## src/rtl/fcd_pkg.sv

```systemverilog
package fcd_pkg;
  typedef enum logic [2:0] {
    MODE_READ      = 3'd0,
    MODE_AUTOSEL   = 3'd1,
    MODE_BYPASS    = 3'd2,
    MODE_PROGRAM   = 3'd3,
    MODE_ERASE_WIN = 3'd4,
    MODE_ERASING   = 3'd5,
    MODE_SUSPENDED = 3'd6
  } mode_e;

  typedef enum logic [2:0] {
    CMD_NONE,
    CMD_RESET,
    CMD_AUTOSEL,
    CMD_PROGRAM,
    CMD_BYP_ENTER,
    CMD_BYP_EXIT,
    CMD_ERASE
  } cmd_e;

  localparam logic [7:0] D_UNLOCK1  = 8'hAA;
  localparam logic [7:0] D_UNLOCK2  = 8'h55;
  localparam logic [7:0] D_AUTOSEL  = 8'h90;
  localparam logic [7:0] D_PROG     = 8'hA0;
  localparam logic [7:0] D_BYPASS   = 8'h20;
  localparam logic [7:0] D_ERSETUP  = 8'h80;
  localparam logic [7:0] D_SECT     = 8'h30;
  localparam logic [7:0] D_SUSPEND  = 8'hB0;
  localparam logic [7:0] D_RESET    = 8'hF0;
  localparam logic [7:0] D_BYP_EXIT = 8'h00;

  localparam logic [11:0] A_UNLOCK1 = 12'h555;
  localparam logic [11:0] A_UNLOCK2 = 12'h2AA;

  localparam logic [7:0] OFF_MFR  = 8'h00;
  localparam logic [7:0] OFF_DEV1 = 8'h01;
  localparam logic [7:0] OFF_PROT = 8'h02;
  localparam logic [7:0] OFF_SEC  = 8'h03;
  localparam logic [7:0] OFF_DEV2 = 8'h0E;
  localparam logic [7:0] OFF_DEV3 = 8'h0F;
endpackage

```

## src/rtl/fcd_seq.sv

```systemverilog
module fcd_seq import fcd_pkg::*; #(
  parameter int OFF_W = 13
) (
  input  logic             clk_i,
  input  logic             rst_ni,
  input  logic             en_i,
  input  logic             bypass_i,
  input  logic             wr_en_i,
  input  logic [OFF_W-1:0] wr_off_i,
  input  logic [7:0]       wr_data_i,
  output cmd_e             cmd_o,
  output logic             idle_o
);
  typedef enum logic [2:0] {
    ST_IDLE, ST_U1, ST_U2, ST_PDATA, ST_E1, ST_E2, ST_E3, ST_BX
  } stage_e;

  stage_e stage_q, stage_d;
  logic   at_u1, at_u2;

  assign at_u1  = (wr_off_i == OFF_W'(A_UNLOCK1));
  assign at_u2  = (wr_off_i == OFF_W'(A_UNLOCK2));
  assign idle_o = (stage_q == ST_IDLE);

  always_comb begin
    cmd_o   = CMD_NONE;
    stage_d = stage_q;
    if (!en_i) begin
      stage_d = ST_IDLE;
    end else if (wr_en_i) begin
      stage_d = ST_IDLE; // any mismatch falls back to idle
      if (stage_q != ST_PDATA && stage_q != ST_BX && wr_data_i == D_RESET) begin
        cmd_o = CMD_RESET;
      end else begin
        unique case (stage_q)
          ST_IDLE: begin
            if (bypass_i) begin
              if (wr_data_i == D_PROG)         stage_d = ST_PDATA;
              else if (wr_data_i == D_AUTOSEL) stage_d = ST_BX;
            end else if (wr_data_i == D_UNLOCK1 && at_u1) begin
              stage_d = ST_U1;
            end
          end
          ST_U1: if (wr_data_i == D_UNLOCK2 && at_u2) stage_d = ST_U2;
          ST_U2: begin
            if (at_u1) begin
              unique case (wr_data_i)
                D_AUTOSEL: cmd_o   = CMD_AUTOSEL;
                D_PROG:    stage_d = ST_PDATA;
                D_BYPASS:  cmd_o   = CMD_BYP_ENTER;
                D_ERSETUP: stage_d = ST_E1;
                default:   ;
              endcase
            end
          end
          ST_PDATA: cmd_o = CMD_PROGRAM;
          ST_E1: if (wr_data_i == D_UNLOCK1 && at_u1) stage_d = ST_E2;
          ST_E2: if (wr_data_i == D_UNLOCK2 && at_u2) stage_d = ST_E3;
          ST_E3: if (wr_data_i == D_SECT) cmd_o = CMD_ERASE;
          ST_BX: if (wr_data_i == D_BYP_EXIT) cmd_o = CMD_BYP_EXIT;
          default: stage_d = ST_IDLE;
        endcase
      end
    end
  end

  always_ff @(posedge clk_i or negedge rst_ni) begin
    if (!rst_ni) stage_q <= ST_IDLE;
    else         stage_q <= stage_d;
  end

  // the bypass exit pair is only ever recognised while bypass is active
  a_r7_exit_in_bypass: assert property (@(posedge clk_i) disable iff (!rst_ni)
    (cmd_o == CMD_BYP_EXIT) |-> bypass_i);

  // the program data cycle is reached only with the sequencer enabled
  a_r14_pdata_enabled: assert property (@(posedge clk_i) disable iff (!rst_ni)
    (stage_q == ST_PDATA) |-> $past(en_i));
endmodule

```

## src/rtl/fcd_erase_win.sv

```systemverilog
module fcd_erase_win #(
  parameter int NUM_SECT    = 8,
  parameter int TIMEOUT_CYC = 16,
  localparam int SECT_W     = $clog2(NUM_SECT),
  localparam int CNT_W      = $clog2(TIMEOUT_CYC + 1)
) (
  input  logic                clk_i,
  input  logic                rst_ni,
  input  logic                clr_i,
  input  logic                add_i,
  input  logic [SECT_W-1:0]   add_sect_i,
  input  logic                run_i,
  output logic                expire_o,
  output logic [NUM_SECT-1:0] mask_o
);
  logic [CNT_W-1:0]    cnt_q;
  logic [NUM_SECT-1:0] mask_q;
  logic [NUM_SECT-1:0] sect_oh;

  always_comb begin
    sect_oh = '0;
    for (int i = 0; i < NUM_SECT; i++) begin
      if (add_sect_i == SECT_W'(i)) sect_oh[i] = 1'b1;
    end
  end

  // an append in the last window cycle wins over expiry
  assign expire_o = run_i && !add_i && (cnt_q == CNT_W'(1));
  assign mask_o   = mask_q;

  always_ff @(posedge clk_i or negedge rst_ni) begin
    if (!rst_ni) begin
      cnt_q  <= '0;
      mask_q <= '0;
    end else if (clr_i) begin
      cnt_q  <= '0;
      mask_q <= '0;
    end else if (add_i) begin
      cnt_q  <= CNT_W'(TIMEOUT_CYC);
      mask_q <= mask_q | sect_oh;
    end else if (run_i && cnt_q != '0) begin
      cnt_q  <= cnt_q - CNT_W'(1);
    end
  end

  a_r10_expire_nonempty: assert property (@(posedge clk_i) disable iff (!rst_ni)
    expire_o |-> (mask_q != '0));

  a_r9_add_sets_bit: assert property (@(posedge clk_i) disable iff (!rst_ni)
    (add_i && !clr_i) |=> (($past(sect_oh) & mask_q) != '0));
endmodule

```

## src/rtl/fcd_id_rom.sv

```systemverilog
module fcd_id_rom import fcd_pkg::*; #(
  parameter int          NUM_SECT = 8,
  parameter int          OFF_W    = 13,
  parameter logic [15:0] MFR_ID   = 16'h00C5,
  parameter logic [15:0] DEV_ID1  = 16'h2210,
  parameter logic [15:0] DEV_ID2  = 16'h2211,
  parameter logic [15:0] DEV_ID3  = 16'h2212,
  localparam int         SECT_W   = $clog2(NUM_SECT)
) (
  input  logic [OFF_W-1:0]    off_i,
  input  logic [SECT_W-1:0]   sect_i,
  input  logic [NUM_SECT-1:0] sect_prot_i,
  input  logic                fact_lock_i,
  input  logic                cust_lock_i,
  output logic [15:0]         data_o
);
  logic [7:0] sec_code;

  always_comb begin
    if (fact_lock_i)      sec_code = 8'h81;
    else if (cust_lock_i) sec_code = 8'h41;
    else                  sec_code = 8'h01;
  end

  always_comb begin
    data_o = '0;
    if (off_i == OFF_W'(OFF_MFR))       data_o = MFR_ID;
    else if (off_i == OFF_W'(OFF_DEV1)) data_o = DEV_ID1;
    else if (off_i == OFF_W'(OFF_DEV2)) data_o = DEV_ID2;
    else if (off_i == OFF_W'(OFF_DEV3)) data_o = DEV_ID3;
    else if (off_i == OFF_W'(OFF_PROT)) data_o = {15'd0, sect_prot_i[sect_i]};
    else if (off_i == OFF_W'(OFF_SEC))  data_o = {8'h00, sec_code};
  end
endmodule

```

## src/rtl/flash_cmd_decoder.sv

```systemverilog
module flash_cmd_decoder import fcd_pkg::*; #(
  parameter int          ADDR_W      = 16,
  parameter int          NUM_SECT    = 8,
  parameter int          TIMEOUT_CYC = 16,
  parameter logic [15:0] MFR_ID      = 16'h00C5,
  parameter logic [15:0] DEV_ID1     = 16'h2210,
  parameter logic [15:0] DEV_ID2     = 16'h2211,
  parameter logic [15:0] DEV_ID3     = 16'h2212
) (
  input  logic                clk_i,
  input  logic                rst_ni,
  input  logic                wr_en_i,
  input  logic [ADDR_W-1:0]   wr_addr_i,
  input  logic [7:0]          wr_data_i,
  input  logic [ADDR_W-1:0]   rd_addr_i,
  output logic [15:0]         rd_data_o,
  input  logic [NUM_SECT-1:0] sect_prot_i,
  input  logic                fact_lock_i,
  input  logic                cust_lock_i,
  input  logic                op_done_i,
  output logic [2:0]          mode_o,
  output logic                prog_start_o,
  output logic [ADDR_W-1:0]   prog_addr_o,
  output logic [7:0]          prog_data_o,
  output logic                erase_start_o,
  output logic [NUM_SECT-1:0] erase_mask_o,
  output logic                suspend_o,
  output logic                resume_o
);
  localparam int SECT_W = $clog2(NUM_SECT);
  localparam int OFF_W  = ADDR_W - SECT_W;

  mode_e mode_q, mode_d, ret_q, ret_d;
  cmd_e  cmd;
  logic  seq_idle, seq_en;
  logic  prog_d, susp_d, res_d;
  logic  win_clr, win_add, win_exp;
  logic  prog_q, erase_q, susp_q, res_q;
  logic  [ADDR_W-1:0] prog_addr_q;
  logic  [7:0]        prog_data_q;
  logic  [15:0]       rom_data;
  logic  [SECT_W-1:0] wr_sect;
  logic  [NUM_SECT-1:0] mask;

  assign wr_sect = wr_addr_i[ADDR_W-1 -: SECT_W];
  assign seq_en  = (mode_q == MODE_READ) || (mode_q == MODE_AUTOSEL) ||
                   (mode_q == MODE_BYPASS) || (mode_q == MODE_SUSPENDED);

  fcd_seq #(.OFF_W(OFF_W)) i_seq (
    .clk_i     (clk_i),
    .rst_ni    (rst_ni),
    .en_i      (seq_en),
    .bypass_i  (mode_q == MODE_BYPASS),
    .wr_en_i   (wr_en_i),
    .wr_off_i  (wr_addr_i[OFF_W-1:0]),
    .wr_data_i (wr_data_i),
    .cmd_o     (cmd),
    .idle_o    (seq_idle)
  );

  fcd_erase_win #(.NUM_SECT(NUM_SECT), .TIMEOUT_CYC(TIMEOUT_CYC)) i_win (
    .clk_i      (clk_i),
    .rst_ni     (rst_ni),
    .clr_i      (win_clr),
    .add_i      (win_add),
    .add_sect_i (wr_sect),
    .run_i      (mode_q == MODE_ERASE_WIN),
    .expire_o   (win_exp),
    .mask_o     (mask)
  );

  fcd_id_rom #(
    .NUM_SECT(NUM_SECT), .OFF_W(OFF_W), .MFR_ID(MFR_ID),
    .DEV_ID1(DEV_ID1), .DEV_ID2(DEV_ID2), .DEV_ID3(DEV_ID3)
  ) i_rom (
    .off_i       (rd_addr_i[OFF_W-1:0]),
    .sect_i      (rd_addr_i[ADDR_W-1 -: SECT_W]),
    .sect_prot_i (sect_prot_i),
    .fact_lock_i (fact_lock_i),
    .cust_lock_i (cust_lock_i),
    .data_o      (rom_data)
  );

  always_comb begin
    mode_d  = mode_q;
    ret_d   = ret_q;
    prog_d  = 1'b0;
    susp_d  = 1'b0;
    res_d   = 1'b0;
    win_clr = 1'b0;
    win_add = 1'b0;
    unique case (mode_q)
      MODE_READ: begin
        unique case (cmd)
          CMD_AUTOSEL:   begin mode_d = MODE_AUTOSEL; ret_d = MODE_READ; end
          CMD_PROGRAM:   begin mode_d = MODE_PROGRAM; ret_d = MODE_READ; prog_d = 1'b1; end
          CMD_BYP_ENTER: mode_d = MODE_BYPASS;
          CMD_ERASE:     begin mode_d = MODE_ERASE_WIN; win_add = 1'b1; end
          default:       ;
        endcase
      end
      MODE_AUTOSEL: if (cmd == CMD_RESET) mode_d = ret_q;
      MODE_BYPASS: begin
        if (cmd == CMD_PROGRAM) begin
          mode_d = MODE_PROGRAM; ret_d = MODE_BYPASS; prog_d = 1'b1;
        end else if (cmd == CMD_BYP_EXIT) begin
          mode_d = MODE_READ;
        end
      end
      MODE_PROGRAM: if (op_done_i) mode_d = ret_q;
      MODE_ERASE_WIN: begin
        if (wr_en_i && wr_data_i == D_SECT) win_add = 1'b1;
        else if (win_exp)                   mode_d = MODE_ERASING;
      end
      MODE_ERASING: begin
        if (op_done_i) begin
          mode_d = MODE_READ; win_clr = 1'b1;
        end else if (wr_en_i && wr_data_i == D_SUSPEND) begin
          mode_d = MODE_SUSPENDED; susp_d = 1'b1;
        end
      end
      MODE_SUSPENDED: begin
        if (cmd == CMD_AUTOSEL) begin
          mode_d = MODE_AUTOSEL; ret_d = MODE_SUSPENDED;
        end else if (cmd == CMD_PROGRAM) begin
          if (!mask[wr_sect]) begin
            mode_d = MODE_PROGRAM; ret_d = MODE_SUSPENDED; prog_d = 1'b1;
          end
        end else if (seq_idle && wr_en_i && wr_data_i == D_SECT) begin
          mode_d = MODE_ERASING; res_d = 1'b1;
        end
      end
      default: mode_d = MODE_READ;
    endcase
  end

  always_ff @(posedge clk_i or negedge rst_ni) begin
    if (!rst_ni) begin
      mode_q      <= MODE_READ;
      ret_q       <= MODE_READ;
      prog_q      <= 1'b0;
      erase_q     <= 1'b0;
      susp_q      <= 1'b0;
      res_q       <= 1'b0;
      prog_addr_q <= '0;
      prog_data_q <= '0;
    end else begin
      mode_q  <= mode_d;
      ret_q   <= ret_d;
      prog_q  <= prog_d;
      erase_q <= win_exp && !win_add;
      susp_q  <= susp_d;
      res_q   <= res_d;
      if (prog_d) begin
        prog_addr_q <= wr_addr_i;
        prog_data_q <= wr_data_i;
      end
    end
  end

  assign mode_o        = mode_q;
  assign prog_start_o  = prog_q;
  assign prog_addr_o   = prog_addr_q;
  assign prog_data_o   = prog_data_q;
  assign erase_start_o = erase_q;
  assign erase_mask_o  = mask;
  assign suspend_o     = susp_q;
  assign resume_o      = res_q;
  assign rd_data_o     = (mode_q == MODE_AUTOSEL) ? rom_data : 16'h0000;

  a_r6_prog_mode: assert property (@(posedge clk_i) disable iff (!rst_ni)
    prog_start_o |-> (mode_o == MODE_PROGRAM));

  a_r10_start_from_window: assert property (@(posedge clk_i) disable iff (!rst_ni)
    erase_start_o |-> (mode_o == MODE_ERASING && $past(mode_o) == MODE_ERASE_WIN));

  a_r10_mask_frozen: assert property (@(posedge clk_i) disable iff (!rst_ni)
    (mode_o == MODE_ERASING && $past(mode_o) == MODE_ERASING) |-> $stable(erase_mask_o));

  a_r11_suspend_from_erasing: assert property (@(posedge clk_i) disable iff (!rst_ni)
    suspend_o |-> (mode_o == MODE_SUSPENDED && $past(mode_o) == MODE_ERASING));

  a_r12_resume_from_suspend: assert property (@(posedge clk_i) disable iff (!rst_ni)
    resume_o |-> (mode_o == MODE_ERASING && $past(mode_o) == MODE_SUSPENDED));

  a_r13_prog_outside_mask: assert property (@(posedge clk_i) disable iff (!rst_ni)
    (prog_start_o && $past(mode_o) == MODE_SUSPENDED) |->
      !erase_mask_o[prog_addr_o[ADDR_W-1 -: SECT_W]]);

  a_r7_bypass_exit_code: assert property (@(posedge clk_i) disable iff (!rst_ni)
    ($past(mode_o) == MODE_BYPASS && mode_o == MODE_READ) |->
      $past(wr_en_i && wr_data_i == D_BYP_EXIT));
endmodule

```

## config.mk

```make
export PLATFORM = sky130hd
export DESIGN_NAME = flash_cmd_decoder
export DESIGN_NICKNAME = d
export VERILOG_FILES = /design/src/rtl/fcd_pkg.sv /design/src/rtl/fcd_seq.sv /design/src/rtl/fcd_erase_win.sv /design/src/rtl/fcd_id_rom.sv /design/src/rtl/flash_cmd_decoder.sv
export SDC_FILE = /design/constraint.sdc
export NUM_CORES = 1
export LEC_CHECK = 0
export ABC_AREA = 1
export BUFFER_PORTS_ARGS = -buffer_cell sky130_fd_sc_hd__buf_4
export CAP_MARGIN = 15
export CORE_MARGIN = 3
export CORE_UTILIZATION = 55
export DETAILED_ROUTE_END_ITERATION = 10
export GPL_TIMING_DRIVEN = 1
export HOLD_SLACK_MARGIN = 0.03
export PLACE_DENSITY = 0.86
export SYNTH_ARGS = -nofsm -noshare
export SYNTH_HDL_FRONTEND = slang
export SYNTH_SLANG_ARGS = --single-unit
```

## constraint.sdc

```tcl
create_clock -name clk_i -period 3.3 [get_ports clk_i]
set_input_delay 0.33 -clock clk_i [delete_from_list [all_inputs] [get_ports clk_i]]
set_output_delay 0.33 -clock clk_i [all_outputs]
set_load 0.01 [all_outputs]
```

# --- Word level (Yosys, flattened, before mapping) ---
# Cells that the tools add are included.
op_classes:
  reduce_logical: 29
  n_lt_le_gt_ge: 2
  n_mux: 84
  bitwise: 1
  addsub: 1
  n_eq_ne: 59
ops:
  columns: ["cell", "count"]
  rows:
  - ["16-bit two-way mux", 6]
  - ["3-bit two-way mux", 32]
  - ["8-bit == test, second input constant", 6]
  - ["3-bit == test, second input constant", 14]
  - ["8-bit two-way mux", 4]
  - ["13-bit by 2-bit == test with 1-bit output, second input constant", 2]
  - ["13-bit by 4-bit == test with 1-bit output, second input constant", 2]
  - ["1-bit two-way mux", 26]
  - ["3-bit by 2-bit == test with 1-bit output, second input constant", 8]
  - ["3-bit case mux with 4 select lines", 2]
  - ["3-bit case mux with 7 select lines", 1]
  - ["8-bit by 6-bit == test with 1-bit output, second input constant", 2]
  - ["5-bit two-way mux", 3]
  - ["3-bit case mux with 5 select lines", 1]
  - ["13-bit by 1-bit == test with 1-bit output, second input constant", 1]
  - ["13-bit by 10-bit == test with 1-bit output, second input constant", 1]
  - ["13-bit by 11-bit == test with 1-bit output, second input constant", 1]
  - ["13-bit logical NOT", 1]
  - ["3-bit by 1-bit == test with 1-bit output, second input constant", 4]
  - ["1-bit logical AND", 12]
  - ["2-bit != test, second input constant", 6]
  - ["3-bit != test, second input constant", 4]
  - ["3-bit case mux with 2 select lines", 2]
  - ["3-bit logical NOT", 3]
  - ["25 further kinds", 32]
totals:
  output_inout_bits: 55
  register_bits: 50

# --- Longest topological paths before layout ---
# Gate-level depths: netlist of the first run.
logic_depth:
  ltp_word: 16
  depth_mapped: 16

# --- Modules after synthesis ---
# A second synthesis of the first run with hierarchy kept.
unflattened:
  hier_cells: 552
  area_unflattened_um2: 3759.9
by_module_without_submodules:
  columns: ["module", "area_each_um2", "n_inst", "cells_per_inst", "seq_area_each_um2"]
  rows:
  - ["flash_cmd_decoder", 2039.5, 1, 270, 825.8]
  - ["fcd_erase_win", 666.9, 1, 81, 325.3]
  - ["fcd_seq", 648.1, 1, 125, 75.1]
  - ["fcd_id_rom", 405.4, 1, 76, 0.0]

# --- Worst setup path before layout of the first run ---
# Ideal clock, no wire load.
synth_timing:
  path_kind: "in2out"
  from: "in rd_addr_i[9]"
  to: "out rd_data_o[13]"
  required_time_ns: 2.970
  path_buffers: 1
  arrival_time_ns: 1.640
  cell_stages: 6
  path_slack_ns: 1.330
  path_cell_list: "nor3_1 > nand4_1 > nor3_1 > nand3_1 > a31oi_1 > buf_4"
synth_between:
  elab_chain_len: 6
synth_rtl:
  columns: ["element", "line_no", "rtl"]
  rows:
  - ["start, declared", "flash_cmd_decoder.sv:15", "input logic [ADDR_W-1:0] rd_addr_i,"]
  - ["13-bit by 4-bit == test with 1-bit output", "fcd_id_rom.sv:30", "else if (off_i == OFF_W'(OFF_DEV3)) data_o = DEV_ID3;"]
  - ["16-bit two-way mux", "fcd_id_rom.sv:30", null]
  - ["16-bit two-way mux", "fcd_id_rom.sv:29", "else if (off_i == OFF_W'(OFF_DEV2)) data_o = DEV_ID2;"]
  - ["16-bit two-way mux", "fcd_id_rom.sv:28", "else if (off_i == OFF_W'(OFF_DEV1)) data_o = DEV_ID1;"]
  - ["16-bit two-way mux *", "fcd_id_rom.sv:27", "if (off_i == OFF_W'(OFF_MFR)) data_o = MFR_ID;"]
  - ["16-bit two-way mux *", "flash_cmd_decoder.sv:169", "assign rd_data_o = (mode_q == MODE_AUTOSEL) ? rom_data : 16'h0000;"]
  - ["end, declared", "flash_cmd_decoder.sv:16", "output logic [15:0] rd_data_o,"]
# Every way passes the cells marked *; elsewhere a longest branch is shown, timed or not.

# --- Final worst setup path of the first run ---
layout_timing:
  from: "reg mode_q[2] (netlist: mode_o[2])"
  to: "reg prog_addr_q[12] (netlist: prog_addr_o[12])"
layout_between:
  elab_chain_len: 9
layout_rtl:
  columns: ["element", "line_no", "rtl"]
  rows:
  - ["start, declared", "flash_cmd_decoder.sv:33", "mode_e mode_q, mode_d, ret_q, ret_d;"]
  - ["start signal, assigned", "flash_cmd_decoder.sv:148", "mode_q <= mode_d;"]
  - ["3-bit by 1-bit == test with 1-bit output or 3-bit logical NOT (tied branches)", "flash_cmd_decoder.sv:46, flash_cmd_decoder.sv:92", null]
  - ["1-bit logical OR (2 in series)", "flash_cmd_decoder.sv:46", "assign seq_en = (mode_q == MODE_READ) || (mode_q == MODE_AUTOSEL) ||"]
  - ["1-bit logical OR", "flash_cmd_decoder.sv:47", "(mode_q == MODE_BYPASS) || (mode_q == MODE_SUSPENDED);"]
  - ["3-bit two-way mux", "fcd_seq.sv:28", "if (!en_i) begin"]
  - ["3-bit by 2-bit == test with 1-bit output", "flash_cmd_decoder.sv:94, flash_cmd_decoder.sv:104, flash_cmd_decoder.sv:125", null]
  - ["1-bit two-way mux", "flash_cmd_decoder.sv:125", "end else if (cmd == CMD_PROGRAM) begin"]
  - ["1-bit two-way mux", "flash_cmd_decoder.sv:123", "if (cmd == CMD_AUTOSEL) begin"]
  - ["1-bit case mux with 2 select lines *", "flash_cmd_decoder.sv:92", "unique case (mode_q)"]
  - ["via prog_d", "flash_cmd_decoder.sv:36", "logic prog_d, susp_d, res_d;"]
  - ["end signal, assigned", "flash_cmd_decoder.sv:155", "prog_addr_q <= wr_addr_i;"]
  - ["end, declared", "flash_cmd_decoder.sv:39", "logic [ADDR_W-1:0] prog_addr_q;"]
# Mark *: on every way through the listed nets, which the timed path passes. The rest lies on a longest branch.
# A chain may end at the register's enable or synchronous reset.

==> key figures, run 1 <==
Clock network
  • # Post-CTS Setup Buffers: 0
  • CTS tree: built
  • TritonCTS Buffers: 5
  • Clk Latency, worst-skew pair: about 0.3 ns
  • Hold buffer count at cts: 0
  • Sink Count: a little under 50
  • Clock Path Buffers: 2
  • Worst-path clk slew: 0.09 ns
  • Post_cts resized: 0
  • H-tree levels: 2
  • Root Driver: clkbuf_8

Final layout
  • Share of cells above drive strength 1: between 20% and 30%
  • Nets: roughly 650
  • Most common cell after layout, fill and taps aside: nand2_1
  • Most frequent cells in the layout: nand2_1 (115), buf_4 (101), nor2_1 (76)
  • Final Non-Filler Cells: approximately 660
  • Diodes inserted: 0
  • Area grow syn2layout: 26.4%
  • Design Area, Final: 4250 um2

Routing
  • DR vias: around 3500
  • Antenna viol nets, final: 0
  • Wire per inst: approximately 14 um
  • Iter 0 DRT Violations: 248
  • DRC: 0
  • Vias per cell: approximately 5.3
  • DRT Pass-1 Iters: 4
  • Final wirelength: 9.18 mm

Global routing
  • Vias in the first global route: 3461
  • Gr usage total: 26.2%
  • First-pass GRT wire length: roughly 16 mm
  • Initial antenna violation count: 0
  • Grt total ovfl: 0
  • Largest net degree at the start of global routing: 50

Place
  • GP Congestion: between 0.9 and 1
  • Port Buffers: 100
  • Placed cell count: between 600 and 700
  • Area of placed instances: around 4100 um2
  • DP Wirelength: a little over 7 mm

Worst hold path
  • Hold Path Class: in2async

Timing
  • Endpoints failing hold: 0
  • Final slew viol count: 0
  • Shortest period the worst path allows: ~2.3 ns
  • Max-slew headroom: between 50% and 60%
  • Worst clock skew: around 0.0049 ns
  • RSZ-0062 raised after global routing: no
  • Worst-Margin Slew: around 0.75 ns
  • Fin crit share: a little over two thirds
  • Fmax: ~430 MHz
  • Sum Neg Setup Slack: 0 ns
  • Endpoints failing setup: 0

Critical path
  • Crit-path cells: inv_2 -> nor2_4 -> inv_4 -> nand2_4 -> nor2_4 -> nand2_4 -> nor2_8 -> nand2_8 -> nor2_8 -> nand2_2 -> inv_2 -> nand2_1 -> nand2_1
  • Crit-path leading delay family: simple AND/OR/NAND/NOR gates
  • Req. time, crit path: ~3.6 ns
  • CP bufs+invs: 3
  • Crit path max fanout: 44
  • Crit path arrival time: about 2.6 ns
  • CP Launch Type: register
  • Slowest Stage Delay on Critical Path: ~0.48 ns
  • CP Class: reg2reg
  • CP max-delay cell: dfrtp_1
  • Reg2reg setup slack: between 0.9 and 1 ns
  • Setup crit end kind: register

Synthesis
  • Synth Cell Area: ~3400 um2
  • Area contributors post-synth: dfrtp_1 (36%), nand2_1 (13%), nor2_1 (8.5%), inv_1 (7.6%), nand3_1 (4.5%)
  • Number of synthesized register bits: between 40 and 50
  • Ys Warns: 0
  • Sequential fraction of the synthesis area: between 30% and 40%
  • Synth Instances: between 400 and 500
  • Synth cell types: 39
  • Ys async rst share: 100%
  • Yosys top cell by area: dfrtp_1
  • Number of synthesized flops with an enable pin: 0
  • Avg Inst Size Synth: a little under 7 um2
  • Top_reg_cell synth: dfrtp_1
  • Post-synth top area share: between 30% and 40%

Floorplanning
  • Core ar.: approximately 5700 um2
  • Die span in x: 84.2 um
  • Die footprint: about 7100 um2
  • Initial Utilization: between 50% and 60%
  • Row cnt: 27
  • Die height: around 84 um
  • Boundary pin count: ~110

Power and ir drop
  • Peak supply drop: between 0.2 and 0.3 mV
  • Total power: about 1.4 mW
  • Leakage: 2.31 nW
  • Power per cell area: roughly 330 nW/um2

Status
  • Status: finished clean

Job
  • Max Cap Violations: 0
## metal layers
metal  share of wire (%)  global-route usage [%]
met1                  43                    34.1
met2                  48                    44.7
met3                 6.8                    4.22
met4                 2.0                    8.48
met5                   0                       0
## layout make-up
type                    count  area [um2]
clock buffers               6        72.6
clock inverters             2        38.8
fillers                   458        1460
inverters                  77         292
multi-input cells         355        1770
flip-flops and latches     49        1230
well taps                  72        90.1
repair buffers            101         758
## cell usage after synthesis (2+ instances only)
master and n:
a21oi_1 16, buf_2 5, buf_4 10, dfrtp_1 49
ha_1 3, inv_1 68, inv_2 8, nand2_1 115
nand2_2 7, nand2_4 3, nand3_1 30, nand3_2 3
nand4_1 22, nor2_1 76, nor2_2 3, nor2_4 4
nor2_8 2, nor3_1 12, nor4_1 3, o211ai_1 2
o21ai_0 8, o21ai_1 21, o31ai_1 2, xor2_1 2
## final timing paths
kind                                      start               to  cells past startpoint
worst max-delay path                  mode_o[2]  prog_addr_o[12]                     13
worst min-delay path                     rst_ni     prog_start_o                      1
worst max register to register        mode_o[2]  prog_addr_o[12]                     13
worst min register to register  prog_addr_o[12]  prog_addr_o[12]                      2
max in group asynchronous                rst_ni    erase_start_o                      1
min in group clk_i                 wr_addr_i[5]   prog_addr_o[5]                      3
## state kept, by name, summed over array words and instances (netlist names)
register and cells:
erase_start_o 1, i_seq.stage_q 3, i_win.cnt_q 5, i_win.mask_o 8, mode_o 3, prog_addr_o 16, prog_data_o 8, prog_start_o 1
resume_o 1, ret_q 2, suspend_o 1
## where the power goes
group | internal, mW | total [mW] | switching [mW]
clock network | 0.228 | 0.436 | 0.208
registers | 0.614 | 0.643 | 0.0283
logic | 0.118 | 0.303 | 0.185
total | 0.961 | 1.38 | 0.421
## through the flow
step | util [%] | hold slack, ns | setup slack (ns)
after floorplan | - | 0.0344 | 1.33
after global placement | 72.4 | 0.386 | 1.09
after detailed placement | 72.4 | 0.392 | 0.977
after CTS | 74.4 | 0.0492 | 1.00
after global routing | 74.4 | 0.0679 | 0.760
final | 74.4 | 0.0288 | 0.984
## cells by family after synthesis
family	count (synthesis)	synth area share [%]
xor gates and xnor gates	3	0.782
other	1	0.112
and+or+nand+nor	287	40.7
buffers and inverters	92	11.7
DFF	49	36.5
AOI/OAI and AO/OA	54	9.16
adders and majority gates	3	1.12
Power figures use the tool's default switching activity.
==> run 2: changes to the inputs <==
--- a/config.mk
+++ b/config.mk
@@ -9,11 +9,11 @@
 export BUFFER_PORTS_ARGS = -buffer_cell sky130_fd_sc_hd__buf_4
 export CAP_MARGIN = 15
 export CORE_MARGIN = 3
-export CORE_UTILIZATION = 55
+export CORE_UTILIZATION = 52
 export DETAILED_ROUTE_END_ITERATION = 10
 export GPL_TIMING_DRIVEN = 1
 export HOLD_SLACK_MARGIN = 0.03
-export PLACE_DENSITY = 0.86
+export PLACE_DENSITY = 0.82
 export SYNTH_ARGS = -nofsm -noshare
 export SYNTH_HDL_FRONTEND = slang
 export SYNTH_SLANG_ARGS = --single-unit
==> constraint.sdc (replaced) <==
create_clock -name clk_i -period 2.25 [get_ports clk_i]
set_input_delay 0.225 -clock clk_i [delete_from_list [all_inputs] [get_ports clk_i]]
set_output_delay 0.225 -clock clk_i [all_outputs]
set_load 0.01 [all_outputs]
==> run 2 against run 1 <==
  * Final cell count up 1.1%
  * Hold slack better by 0.12 ns
  * First-iteration DRC count down 15%
  * Clock skew about the same
  * Total power up 46%
  * Flip-flop and latch count unchanged
  * Non-clock buffer count up 5
  * Maximum frequency up 16%
  * Routed wire length down 2.7%
  * Global-route usage down 1.9 points
  * Setup slack worse by 0.73 ns
  * Critical path type unchanged
  * Largest cell class unchanged
==> key figures, run 2 (synthesis results as in run 1) <==
Place
  • DP Wirelength: 7.07 mm (-2.0%)
  • Pre-CTS setup slack: 0.197 ns (-0.780 ns)
  • Port Buffers: 100 (unchanged)
  • GP Congestion: 0.989 (+6.4%)

Critical path
  • CP Class: reg2reg
  • Reg2reg path depth: 11 (-2)
  • CP Launch Type: register
  • Reg2reg setup slack: 0.25 ns (-0.73 ns)
  • Req. time, crit path: 2.44 ns (-1.11 ns)
  • Crit path max fanout: 44 (unchanged)
  • Crit path arrival time: 2.19 ns (-0.37 ns)
  • Worst r2r src: i_seq.stage_q[1]
  • R2r endpoint: prog_addr_o[3]
  • Setup crit end kind: register

Timing
  • Sum Neg Setup Slack: 0 ns (unchanged)
  • Max-slew headroom: 58.9% (+8.8 points)
  • RSZ-0062 raised after global routing: no
  • Endpoints failing hold: 0 (unchanged)
  • Final slew viol count: 0 (unchanged)
  • Worst-Margin Slew: 0.617 ns (-0.129 ns)
  • Fmax: 500 MHz (+16%)
  • Shortest period the worst path allows: 2.00 ns (-0.317 ns)
  • Endpoints failing setup: 0 (unchanged)
  • Smallest hold slack: 0.149 ns (+0.120 ns)
  • Worst clock skew: 0.00497 ns (+0.0000705 ns)
  • Fin crit share: 88.9% (+19 points)
  • Final worst slack: 0.251 ns (-0.733 ns)

Routing
  • Wire per inst: 13.3 um (-3.8%)
  • DRC: 0 (unchanged)
  • Iter 0 DRT Violations: 210 (-15%)
  • DRT Pass-1 Iters: 6 (+2)
  • Antenna viol nets, final: 0 (unchanged)
  • DR vias: 3508 (-0.65%)
  • Final wirelength: 8.93 mm (-2.7%)
  • Vias per cell: 5.24 (-1.7%)

Global routing
  • Grt total ovfl: 0 (unchanged)
  • First-pass GRT wire length: 14.8 mm (-5.3%)
  • Initial antenna violation count: 0 (unchanged)
  • Gr usage total: 24.4% (-1.9 points)
  • Largest net degree at the start of global routing: 50 (unchanged)
  • Vias in the first global route: 3356 (-3.0%)

Clock network
  • TritonCTS Buffers: 5 (unchanged)
  • H-tree levels: 2 (unchanged)
  • Clk Latency, worst-skew pair: 0.30 ns (about the same)
  • # Post-CTS Setup Buffers: 0 (unchanged)
  • Worst-path clk slew: 0.09 ns (about the same)
  • CTS tree: built
  • Sink Count: 49 (unchanged)
  • Root Driver: clkbuf_8
  • Clock Path Buffers: 2 (unchanged)

Job
  • Max Cap Violations: 0 (unchanged)

Power and ir drop
  • Power per cell area: 470 nW/um2 (+44%)
  • Peak supply drop: 0.381 mV (+42%)
  • Leakage: 2.33 nW (+1.0%)
  • Total power: 2.02 mW (+46%)

Final layout
  • Nets: 651 (+0.77%)
  • Utilization after layout: 70.3% (-4.0 points)
  • Share of cells above drive strength 1: 25.6% (+0.67 points)
  • Max FFs per register: 16 (unchanged)
  • Diodes inserted: 0 (unchanged)
  • Most common cell after layout, fill and taps aside: nand2_1
  • Area grow syn2layout: 27.6%
  • Most frequent cells in the layout: nand2_1 (115), buf_4 (105), nor2_1 (76)
  • Layout fillers: 496 (+8.3%)

Worst hold path
  • WHS Endpoint: prog_addr_o[5]
  • Hold path startpoint: wr_addr_i[5]
  • Hold Path Class: in2reg
  • Hold-critical path depth: 3

Floorplanning
  • Die footprint: 7460 um2 (+5.3%)
  • Boundary pin count: 109 (unchanged)
  • Die height: 86.4 um (+2.6%)
  • Core ar.: 6100 um2 (+6.8%)
  • Row cnt: 28 (+3.7%)
  • Initial Utilization: 55.1% (-3.7 points)
  • Die span in x: 86.4 um (+2.6%)

Status
  • Status: finished clean
-- run 2: how the worst max path moves through the flow --
stage,start,to,slack [ns]
6_report,i_seq.stage_q[1],prog_addr_o[3],0.25
5_1_grt,i_seq.stage_q[1],mode_o[0],0.04
2_1_floorplan,mode_o[2],i_win.cnt_q[4],0.47
4_1_cts,rd_addr_i[9],rd_data_o[13],0.19
3_5_place_dp,rd_addr_i[9],rd_data_o[13],0.20
3_3_place_gp,rd_addr_i[9],rd_data_o[7],0.30
-- run 2: report_power, final --
group / internal [mW] / leakage, nW / switching, mW
Combinational: 0.186 / 1.62 / 0.302
Clock: 0.323 / 0.0540 / 0.285
Sequential: 0.901 / 0.653 / 0.0176
Total: 1.41 / 2.33 / 0.605
-- run 2: layout make-up --
| type | count | area (um2) | share of cell area [%] |
|---|---|---|---|
| inverter | 77 | 292 | 6.80 |
| tap | 75 | 93.8 | 2.19 |
| timing repair buffer | 106 | 798 | 18.6 |
| clock inverter | 2 | 35.0 | 0.817 |
| multi-input combinational | 355 | 1770 | 41.4 |
| sequential | 49 | 1230 | 28.6 |
| clock buffer | 5 | 68.8 | 1.61 |
-- run 2: worst max-delay path: stages (launching register included) --
cell and delay (ns):
dfrtp_1 0.45, inv_2 0.18, nor3_1 0.08, a21oi_1 0.21, nand2_2 0.14, nand2_8 0.12, nor2_8 0.04, nand2_2 0.06
buf_4 0.35, inv_2 0.12, nand2_1 0.08, nand2_1 0.05
-- run 2: stage by stage --
stage | instances | area, um2
finish | 669 | 4290
floorplan | 496 | 3390
CTS | 669 | 4280
detailed placement | 661 | 4170
global route | 669 | 4290
global placement | 661 | 4170
-- run 2: what timing repair did --
item,4_1_cts,5_1_grt
hold buffers,1,0
endpoints found under the setup margin,0,5
hold endpoints to repair,49,0
resized for setup,0,1
-- run 2: routing by layer --
metal  vias to the layer above  global-route usage [%]  share of wire (%)
met5                         -                       0                  0
met4                         0                    8.07                1.4
met3                        16                    5.23                8.1
met2                       153                    41.7                 49
met1                      1590                    30.6                 42
li1                       1749                       -                  -
